File: config.mk
export PLATFORM = sky130hd
export DESIGN_NAME = tfcCmdReceiver
export DESIGN_NICKNAME = d
export VERILOG_FILES = /design/src/rtl/tfcRxPkg.sv /design/src/rtl/tfcRxCtrl.sv /design/src/rtl/tfcDelayLine.sv /design/src/rtl/tfcRxDatapath.sv /design/src/rtl/tfcCmdReceiver.sv
export SDC_FILE = /design/constraint.sdc
export NUM_CORES = 2
export LEC_CHECK = 0
export BUFFER_PORTS_ARGS = -buffer_cell sky130_fd_sc_hd__buf_2
export CAP_MARGIN = 40
export CORE_MARGIN = 2
export CORE_UTILIZATION = 63
export CTS_BUF_LIST = sky130_fd_sc_hd__clkbuf_4 sky130_fd_sc_hd__clkbuf_8 sky130_fd_sc_hd__clkbuf_16
export CTS_CLUSTER_SIZE = 25
export DETAILED_ROUTE_END_ITERATION = 12
export GPL_TIMING_DRIVEN = 0
export PLACE_DENSITY_LB_ADDON = 0.05
export SYNTH_ARGS = -nofsm -noshare
export SYNTH_HDL_FRONTEND = slang
export SYNTH_SLANG_ARGS = --single-unit
File: constraint.sdc
create_clock -name clk -period 24.4 [get_ports clk]
set_input_delay 6.1 -clock clk [delete_from_list [all_inputs] [get_ports clk]]
set_output_delay 6.1 -clock clk [all_outputs]
set_load 0.005 [all_outputs]
File: src/rtl/tfcRxPkg.sv
package tfcRxPkg;
  localparam int WORD_W  = 24;
  localparam int LANES   = WORD_W / 2;
  localparam int NCMD    = 8;
  localparam int BXID_W  = 12;
  localparam int BXID_LSB = WORD_W - BXID_W;
  localparam int CAL_W   = 4;
  localparam int CAL_LSB = 5;
  localparam int TAG_W   = BXID_W + CAL_W;
  localparam int NCHAN   = NCMD + 1;

  typedef struct packed {
    logic captureOdd;
    logic assemble;
    logic advance;
  } rxStrobes_t;

  // word bit carried by each command output index
  function automatic int cmdBitPos(input int idx);
    case (idx)
      7: return 11;
      6: return 10;
      5: return 9;
      default: return idx;
    endcase
  endfunction
endpackage

File: src/rtl/tfcRxCtrl.sv
module tfcRxCtrl
  import tfcRxPkg::*;
(
  input  logic       clk,
  input  logic       rst,
  input  logic       firstHalf,
  output rxStrobes_t strobes
);
  logic haveOdd;
  logic advanceQ;

  always_ff @(posedge clk) begin
    if (rst) begin
      haveOdd  <= 1'b0;
      advanceQ <= 1'b0;
    end else begin
      haveOdd  <= firstHalf;
      advanceQ <= !firstHalf && haveOdd;
    end
  end

  always_comb begin
    strobes.captureOdd = firstHalf;
    strobes.assemble   = !firstHalf && haveOdd;
    strobes.advance    = advanceQ;
  end
endmodule

File: src/rtl/tfcDelayLine.sv
module tfcDelayLine #(
  parameter int W     = 1,
  parameter int DLY_W = 5
) (
  input  logic             clk,
  input  logic             rst,
  input  logic             shiftEn,
  input  logic [DLY_W-1:0] delaySel,
  input  logic [W-1:0]     dIn,
  output logic [W-1:0]     dOut
);
  localparam int DEPTH = (1 << DLY_W) - 1;

  logic [W-1:0] stage [DEPTH];
  logic [W-1:0] tapVal;

  always_comb begin
    tapVal = dIn;
    for (int i = 0; i < DEPTH; i++) begin
      if (delaySel == DLY_W'(i + 1)) tapVal = stage[i];
    end
  end

  always_ff @(posedge clk) begin
    if (rst) begin
      for (int i = 0; i < DEPTH; i++) stage[i] <= '0;
      dOut <= '0;
    end else if (shiftEn) begin
      stage[0] <= dIn;
      for (int i = 1; i < DEPTH; i++) stage[i] <= stage[i-1];
      dOut <= tapVal;
    end
  end
endmodule

File: src/rtl/tfcRxDatapath.sv
module tfcRxDatapath
  import tfcRxPkg::*;
#(
  parameter int DLY_W = 5
) (
  input  logic                   clk,
  input  logic                   rst,
  input  rxStrobes_t             strobes,
  input  logic [LANES-1:0]       laneBits,
  input  logic [NCHAN*DLY_W-1:0] delayCfg,
  output logic [NCMD-1:0]        cmdStrobe,
  output logic [BXID_W-1:0]      bxidOut,
  output logic [CAL_W-1:0]       calibOut
);
  logic [LANES-1:0]  oddHold;
  logic [WORD_W-1:0] word;
  logic [WORD_W-1:0] joined;
  logic [TAG_W-1:0]  tagOut;

  always_comb begin
    for (int k = 0; k < LANES; k++) begin
      joined[2*k+1] = oddHold[k];
      joined[2*k]   = laneBits[k];
    end
  end

  always_ff @(posedge clk) begin
    if (rst) begin
      oddHold <= '0;
      word    <= '0;
    end else begin
      if (strobes.captureOdd) oddHold <= laneBits;
      if (strobes.assemble)   word    <= joined;
    end
  end

  for (genvar c = 0; c < NCMD; c++) begin : g_cmd
    localparam int POS = cmdBitPos(c);
    tfcDelayLine #(.W(1), .DLY_W(DLY_W)) line_i (
      .clk      (clk),
      .rst      (rst),
      .shiftEn  (strobes.advance),
      .delaySel (delayCfg[c*DLY_W +: DLY_W]),
      .dIn      (word[POS]),
      .dOut     (cmdStrobe[c])
    );
  end

  tfcDelayLine #(.W(TAG_W), .DLY_W(DLY_W)) tag_i (
    .clk      (clk),
    .rst      (rst),
    .shiftEn  (strobes.advance),
    .delaySel (delayCfg[NCMD*DLY_W +: DLY_W]),
    .dIn      ({word[WORD_W-1:BXID_LSB], word[CAL_LSB+CAL_W-1:CAL_LSB]}),
    .dOut     (tagOut)
  );

  assign bxidOut  = tagOut[TAG_W-1:CAL_W];
  assign calibOut = tagOut[CAL_W-1:0];
endmodule

File: src/rtl/tfcCmdReceiver.sv
module tfcCmdReceiver
  import tfcRxPkg::*;
#(
  parameter int DLY_W = 5
) (
  input  logic                   clk,
  input  logic                   rst,
  input  logic                   firstHalf,
  input  logic [LANES-1:0]       laneBits,
  input  logic [NCHAN*DLY_W-1:0] delayCfg,
  output logic [NCMD-1:0]        cmdStrobe,
  output logic [BXID_W-1:0]      bxidOut,
  output logic [CAL_W-1:0]       calibOut
);
  rxStrobes_t strobes;

  tfcRxCtrl ctrl_i (
    .clk       (clk),
    .rst       (rst),
    .firstHalf (firstHalf),
    .strobes   (strobes)
  );

  tfcRxDatapath #(.DLY_W(DLY_W)) dp_i (
    .clk       (clk),
    .rst       (rst),
    .strobes   (strobes),
    .laneBits  (laneBits),
    .delayCfg  (delayCfg),
    .cmdStrobe (cmdStrobe),
    .bxidOut   (bxidOut),
    .calibOut  (calibOut)
  );
endmodule

# Word-level counts from Yosys, hierarchy flattened
# Memories as Yosys holds them, arrays and structs flattened.
# Index checks and enable logic that the tools add are counted.
totals:
  reg_bits: 62
  mem_bits_rw: 744
  in_bits: 60
  out_inout_bits: 24
  wordCells: 1145
  n_memories: 9
memory_table:
  columns: ["name", "words", "width", "read_ports", "rd_ports_with_merged_regs", "write_ports", "line", "source"]
  rows:
  - ["dp_i.tag_i.stage", 31, 16, 31, 0, 31, "tfcDelayLine.sv:14", "logic [W-1:0] stage [DEPTH];"]
  - ["dp_i.g_cmd[0].line_i.stage", 31, 1, 31, 0, 31, "tfcDelayLine.sv:14", null]
  - ["dp_i.g_cmd[1].line_i.stage", 31, 1, 31, 0, 31, "tfcDelayLine.sv:14", null]
  - ["dp_i.g_cmd[2].line_i.stage", 31, 1, 31, 0, 31, "tfcDelayLine.sv:14", null]
  - ["dp_i.g_cmd[3].line_i.stage", 31, 1, 31, 0, 31, "tfcDelayLine.sv:14", null]
  - ["dp_i.g_cmd[4].line_i.stage", 31, 1, 31, 0, 31, "tfcDelayLine.sv:14", null]
  - ["3 more memories", null, null, null, null, null, null, null]
classes:
  n_eq_ne: 279
  mux: 563
  bitwise_logic: 279
  reduce_logical: 2
op_table:
  columns: ["cell", "count"]
  rows:
  - ["$mux W16", 62]
  - ["$eq A5 B5 Y1 const B", 144]
  - ["$mux W1", 501]
  - ["$eq A5 B4 Y1 const B", 72]
  - ["$or A1 B1 Y1", 279]
  - ["$eq A5 B3 Y1 const B", 36]
  - ["$eq A5 B2 Y1 const B", 18]
  - ["$eq A5 B1 Y1 const B", 9]
  - ["$logic_and A1 B1 Y1", 1]
  - ["$logic_not A1 Y1", 1]

# Logic depth before layout (Yosys ltp)
logic_depth:
  depth_word: 32
  ltp_mapped: 12
  mapped_depth_nobuf: 7

# Cells and area by module
# Synthesis repeated with hierarchy kept, for this count alone.
unflattened:
  cells_unflattened: 3398
  area_unflattened_um2: 40854.2
modules_own_cells:
  columns: ["mod", "instances", "cells_per_inst", "area_each_um2", "seq_area_each_um2"]
  rows:
  - ["tfcDelayLine at dp_i.tag_i", 1, 1939, 24438.4, 15214.6]
  - ["tfcDelayLine at dp_i.g_cmd[0].line_i ...", 8, 167, 1879.3, 950.9]
  - ["tfcRxDatapath", 1, 116, 1298.7, 720.7]
  - ["tfcRxCtrl", 1, 7, 82.6, 40.0]

# Least setup slack after synthesis
# OpenSTA, ideal clock, no wires.
synth_timing:
  path_type: "input port to flip-flop"
  start: "input rst"
  end: "memory dp_i.g_cmd[0].line_i.stage[0][0], enable pin"
  setup_time_ns: 1.085
  arrival_ns: 20.947
  t_required_ns: 23.315
  setup_slack_ns: 2.368
  stages: 4
  n_path_buf: 2
  path_cell_list: "clkbuf_1 clkbuf_1 nor2_1 inv_1"
synth_lines:
  columns: ["item", "line", "source"]
  rows:
  - ["start: declaration", "tfcCmdReceiver.sv:7", "input logic rst,"]
  - ["end: declaration", "tfcDelayLine.sv:14", null]

==> results.cfg <==
[power]
p_per_area_mw_per_mm2 = 73.09
pwr-share-comb = 0.081
irDropWorstVdd_v = 0.00005596
cellLeakagePower_nw = 15.71
power.switching_fraction = 0.2363
sequential_share_of_power = 0.516
power.net_switching_mw = 0.7463
power_report.internal_total_mw = 2.412
pwr-share-clk = 0.403

[sta]
timing_worst_slew_pin_value_ps = 932.0
finalSetupViolations = 0
finalCritPeriodShare = 0.3695
finalClockSkew_ps = 24.69
timing.max_slew.rel_slack = 0.3708
max_clock_freq_ghz = 0.1109
timing_max_transition_violations_final = 0
finalHoldViolations = 0
rsz_0062_raised_after_global_routing = no
layout_min_cycle_time_ps = 9016

[worst_setup_path]
endpoint_kind = flop
r2r_start = ctrl_i.advanceQ
r2r_end = dp_i.tag_i.stage[0][198]
critical_path.max_fanout = 104
r2r_setup_slack_ps = 20770
required_time_worst_endpoint_ps = 24680
arrival_ps = 9290
r2r.worst_path.cells = 7
cp-start-kind = input port
critical_path_class = in2reg

[global_routing]
grt_start_max_net_pins = 133
number_of_global_route_vias_before_repair = 26840
grt_antenna_before_repair = 7
globalRouteOverflowTotal = 0
wire_length_of_the_first_global_routing_pass_mm = 157.3
track_usage = 0.3224

[run_status]
status = complete, no violations

[synthesis]
synthesis.instances = 3302
yosysWarningCount = 0
synthArstFlopShare = 0
dominantRegCellSynth = sky130_fd_sc_hd__edfxtp_1
post_synth.cell_area_avg_um2 = 11.73
count_of_different_cell_masters_after_synthesis = 87
netlist_area_mm2 = 0.03873
synth_enable_flop_cells = 744
synth.ff_latch_count = 806
seq_area_frac_synth = 0.6089
syn_nets = 3362

[route]
dr.first_iter.drc_count = 3169
post-route-drc-count = 0
iteration_count_of_the_initial_detailed_routing_pass = 7
detail_route.vias_per_cell = 6.392
drt-wirelength-per-cell_um = 23.62
totalWireLength_mm = 102.6
drt.antenna.violating_nets = 0
routed-via-count = 27750

[clocking]
tritoncts = yes
htree_levels = 3
tritoncts.num_buffers = 84
insertion_delay_of_the_later_clocked_pin_in_the_worst_skew_pair_ps = 640
cts-root-buf = sky130_fd_sc_hd__clkbuf_16
clk_pin_slew_ps = 60
postCtsSetupBuffers = 0
clock_tree.buffer_depth = 3
post_cts_hold_buffer_count = 0
ctsResizeCount = 0
numClockSinks = 806

[placement]
place_hpwl_mm = 73.56
io_buffers = 72
place.detailed.instances = 4183
dpl_cell_area_mm2 = 0.04046
gp_congestion = 0.9673

[min_path]
startpoint_of_the_lowest_slack_hold_path = dp_i.oddHold[9]
min_delay_worst_endpoint = dp_i.word[19]
min_path_type = reg2reg
holdPathStages = 2

[cells_and_area]
final_cell_mix = 744 x sky130_fd_sc_hd__edfxtp_1, 427 x sky130_fd_sc_hd__and2_1, 341 x sky130_fd_sc_hd__nor2b_1, 192 x sky130_fd_sc_hd__clkbuf_1
final-instance-count-excl-fill = 4342
drive_above_1_share = 0.1001
design_area_mm2 = 0.04321
post_layout_net_count = 3550
fillers = 4317
layout.cells.most_common = sky130_fd_sc_hd__edfxtp_1
areaGrowthSynthToFinish_pct = 11.58

[die]
pin_count = 84
die-height_um = 251.9
floorplan.die.width_um = 251.9
std_cell_rows = 90
design.die.area_mm2 = 0.06347
core_area_mm2 = 0.06058
initial_core_utilization = 0.6393

[job]
drv_cap = 0
[flip-flops by register name (all words and copies together), names as in the netlist]
name	flops
dp_i.word	24
ctrl_i.haveOdd	1
dp_i.oddHold	12
dp_i.g_cmd.line_i.stage	248
dp_i.tag_i.stage	496
ctrl_i.advanceQ	1
dp_i.tag_i.dOut	16
dp_i.g_cmd.line_i.dOut	8
[per-stage QoR]
step	utilization	TNS, ps	hold slack (ps)	worst slack (ps)	power [mW]
floorplan	-	0	431.2	2368	1.848
global placement	0.6614	-2824370	444.0	-3876	1.952
detailed placement	0.6678	0	442.4	14720	1.905
CTS	0.7129	0	460.4	15400	3.160
global route	0.7132	0	480.0	15170	3.244
finish	0.7133	0	458.7	15380	3.158
[area by class of cell]
class | instances | area [um2] | area share
Sequential cell | 806 | 23580 | 0.5457
Clock buffer | 115 | 2450 | 0.05669
Tap cell | 782 | 978.4 | 0.02264
Antenna cell | 2 | 5.005 | 0.0001158
Timing Repair Buffer | 102 | 755.7 | 0.01749
Clock inverter | 39 | 287.8 | 0.006660
Inverter | 55 | 214.0 | 0.004951
Buffer | 266 | 1120 | 0.02591
Multi-Input combinational cell | 2175 | 13820 | 0.3198
[metal layers]
layer	track usage	vias to the layer above	wire, um
li1	-	12650	-
met1	0.4456	13530	41900
met2	0.5086	1360	47170
met3	0.05571	214	8796
met4	0.1369	4	4668
met5	0	-	29
[cells in the mapped netlist (31+ instances only)]
master / n / share of area
sky130_fd_sc_hd__edfxtp_1: 744 / 0.58
sky130_fd_sc_hd__and2_1: 427 / 0.069
sky130_fd_sc_hd__nor2b_1: 341 / 0.055
sky130_fd_sc_hd__clkbuf_1: 192 / 0.019
sky130_fd_sc_hd__nand2_1: 163 / 0.016
sky130_fd_sc_hd__nor2_1: 163 / 0.016
sky130_fd_sc_hd__a21oi_1: 152 / 0.020
sky130_fd_sc_hd__o21ai_0: 117 / 0.015
sky130_fd_sc_hd__dfxtp_1: 62 / 0.032
sky130_fd_sc_hd__nand3_1: 56 / 0.0072
sky130_fd_sc_hd__o22ai_1: 55 / 0.0089
sky130_fd_sc_hd__inv_1: 52 / 0.0050
sky130_fd_sc_hd__mux2i_1: 50 / 0.013
sky130_fd_sc_hd__nand2b_1: 46 / 0.0074
sky130_fd_sc_hd__buf_2: 42 / 0.0054
sky130_fd_sc_hd__o221ai_1: 35 / 0.0079
sky130_fd_sc_hd__a31oi_1: 33 / 0.0053
sky130_fd_sc_hd__a21o_1: 31 / 0.0060
sky130_fd_sc_hd__nor3_1: 31 / 0.0040
[power groups by stage]
stage,Clock [mW],Combinational [mW],Sequential (mW)
after global routing,1.33,0.276,1.64
after detailed placement,0,0.251,1.65
after CTS,1.28,0.252,1.63
final,1.27,0.257,1.63
after global placement,0,0.239,1.71
after floorplan,0,0.166,1.68
[worst max-delay path by stage]
stage	startpoint	to	slack [ps]	cells past startpoint
2_1_floorplan	rst	dp_i.g_cmd[0].line_i.stage[0][0]	2370	4
3_3_place_gp	rst	dp_i.tag_i.stage[0][134]	-3880	4
3_5_place_dp	rst	dp_i.tag_i.stage[1][229]	14720	8
4_1_cts	rst	dp_i.tag_i.stage[1][149]	15400	8
5_1_grt	rst	dp_i.tag_i.stage[1][216]	15170	8
6_report	rst	dp_i.tag_i.stage[1][230]	15380	8
[kinds of logic (layout without fill, tap and decap cells)]
kind of cell / Yosys count / in the layout / share of synthesized area
simple gates: 1345 / 1345 / 0.1968
compound gates: 746 / 746 / 0.1348
flops: 806 / 806 / 0.6089
buf+inv: 321 / 577 / 0.03425
mux: 84 / 84 / 0.02513
other cells: 0 / 2 / 0
[critical path: stages]
cell	delay, ps
sky130_fd_sc_hd__clkbuf_1	350
sky130_fd_sc_hd__clkbuf_1	640
sky130_fd_sc_hd__nor2_1	130
sky130_fd_sc_hd__buf_4	240
sky130_fd_sc_hd__inv_8	380
sky130_fd_sc_hd__buf_16	450
sky130_fd_sc_hd__buf_16	390
sky130_fd_sc_hd__buf_16	430
No activity file was read; power rests on OpenSTA's default activity.
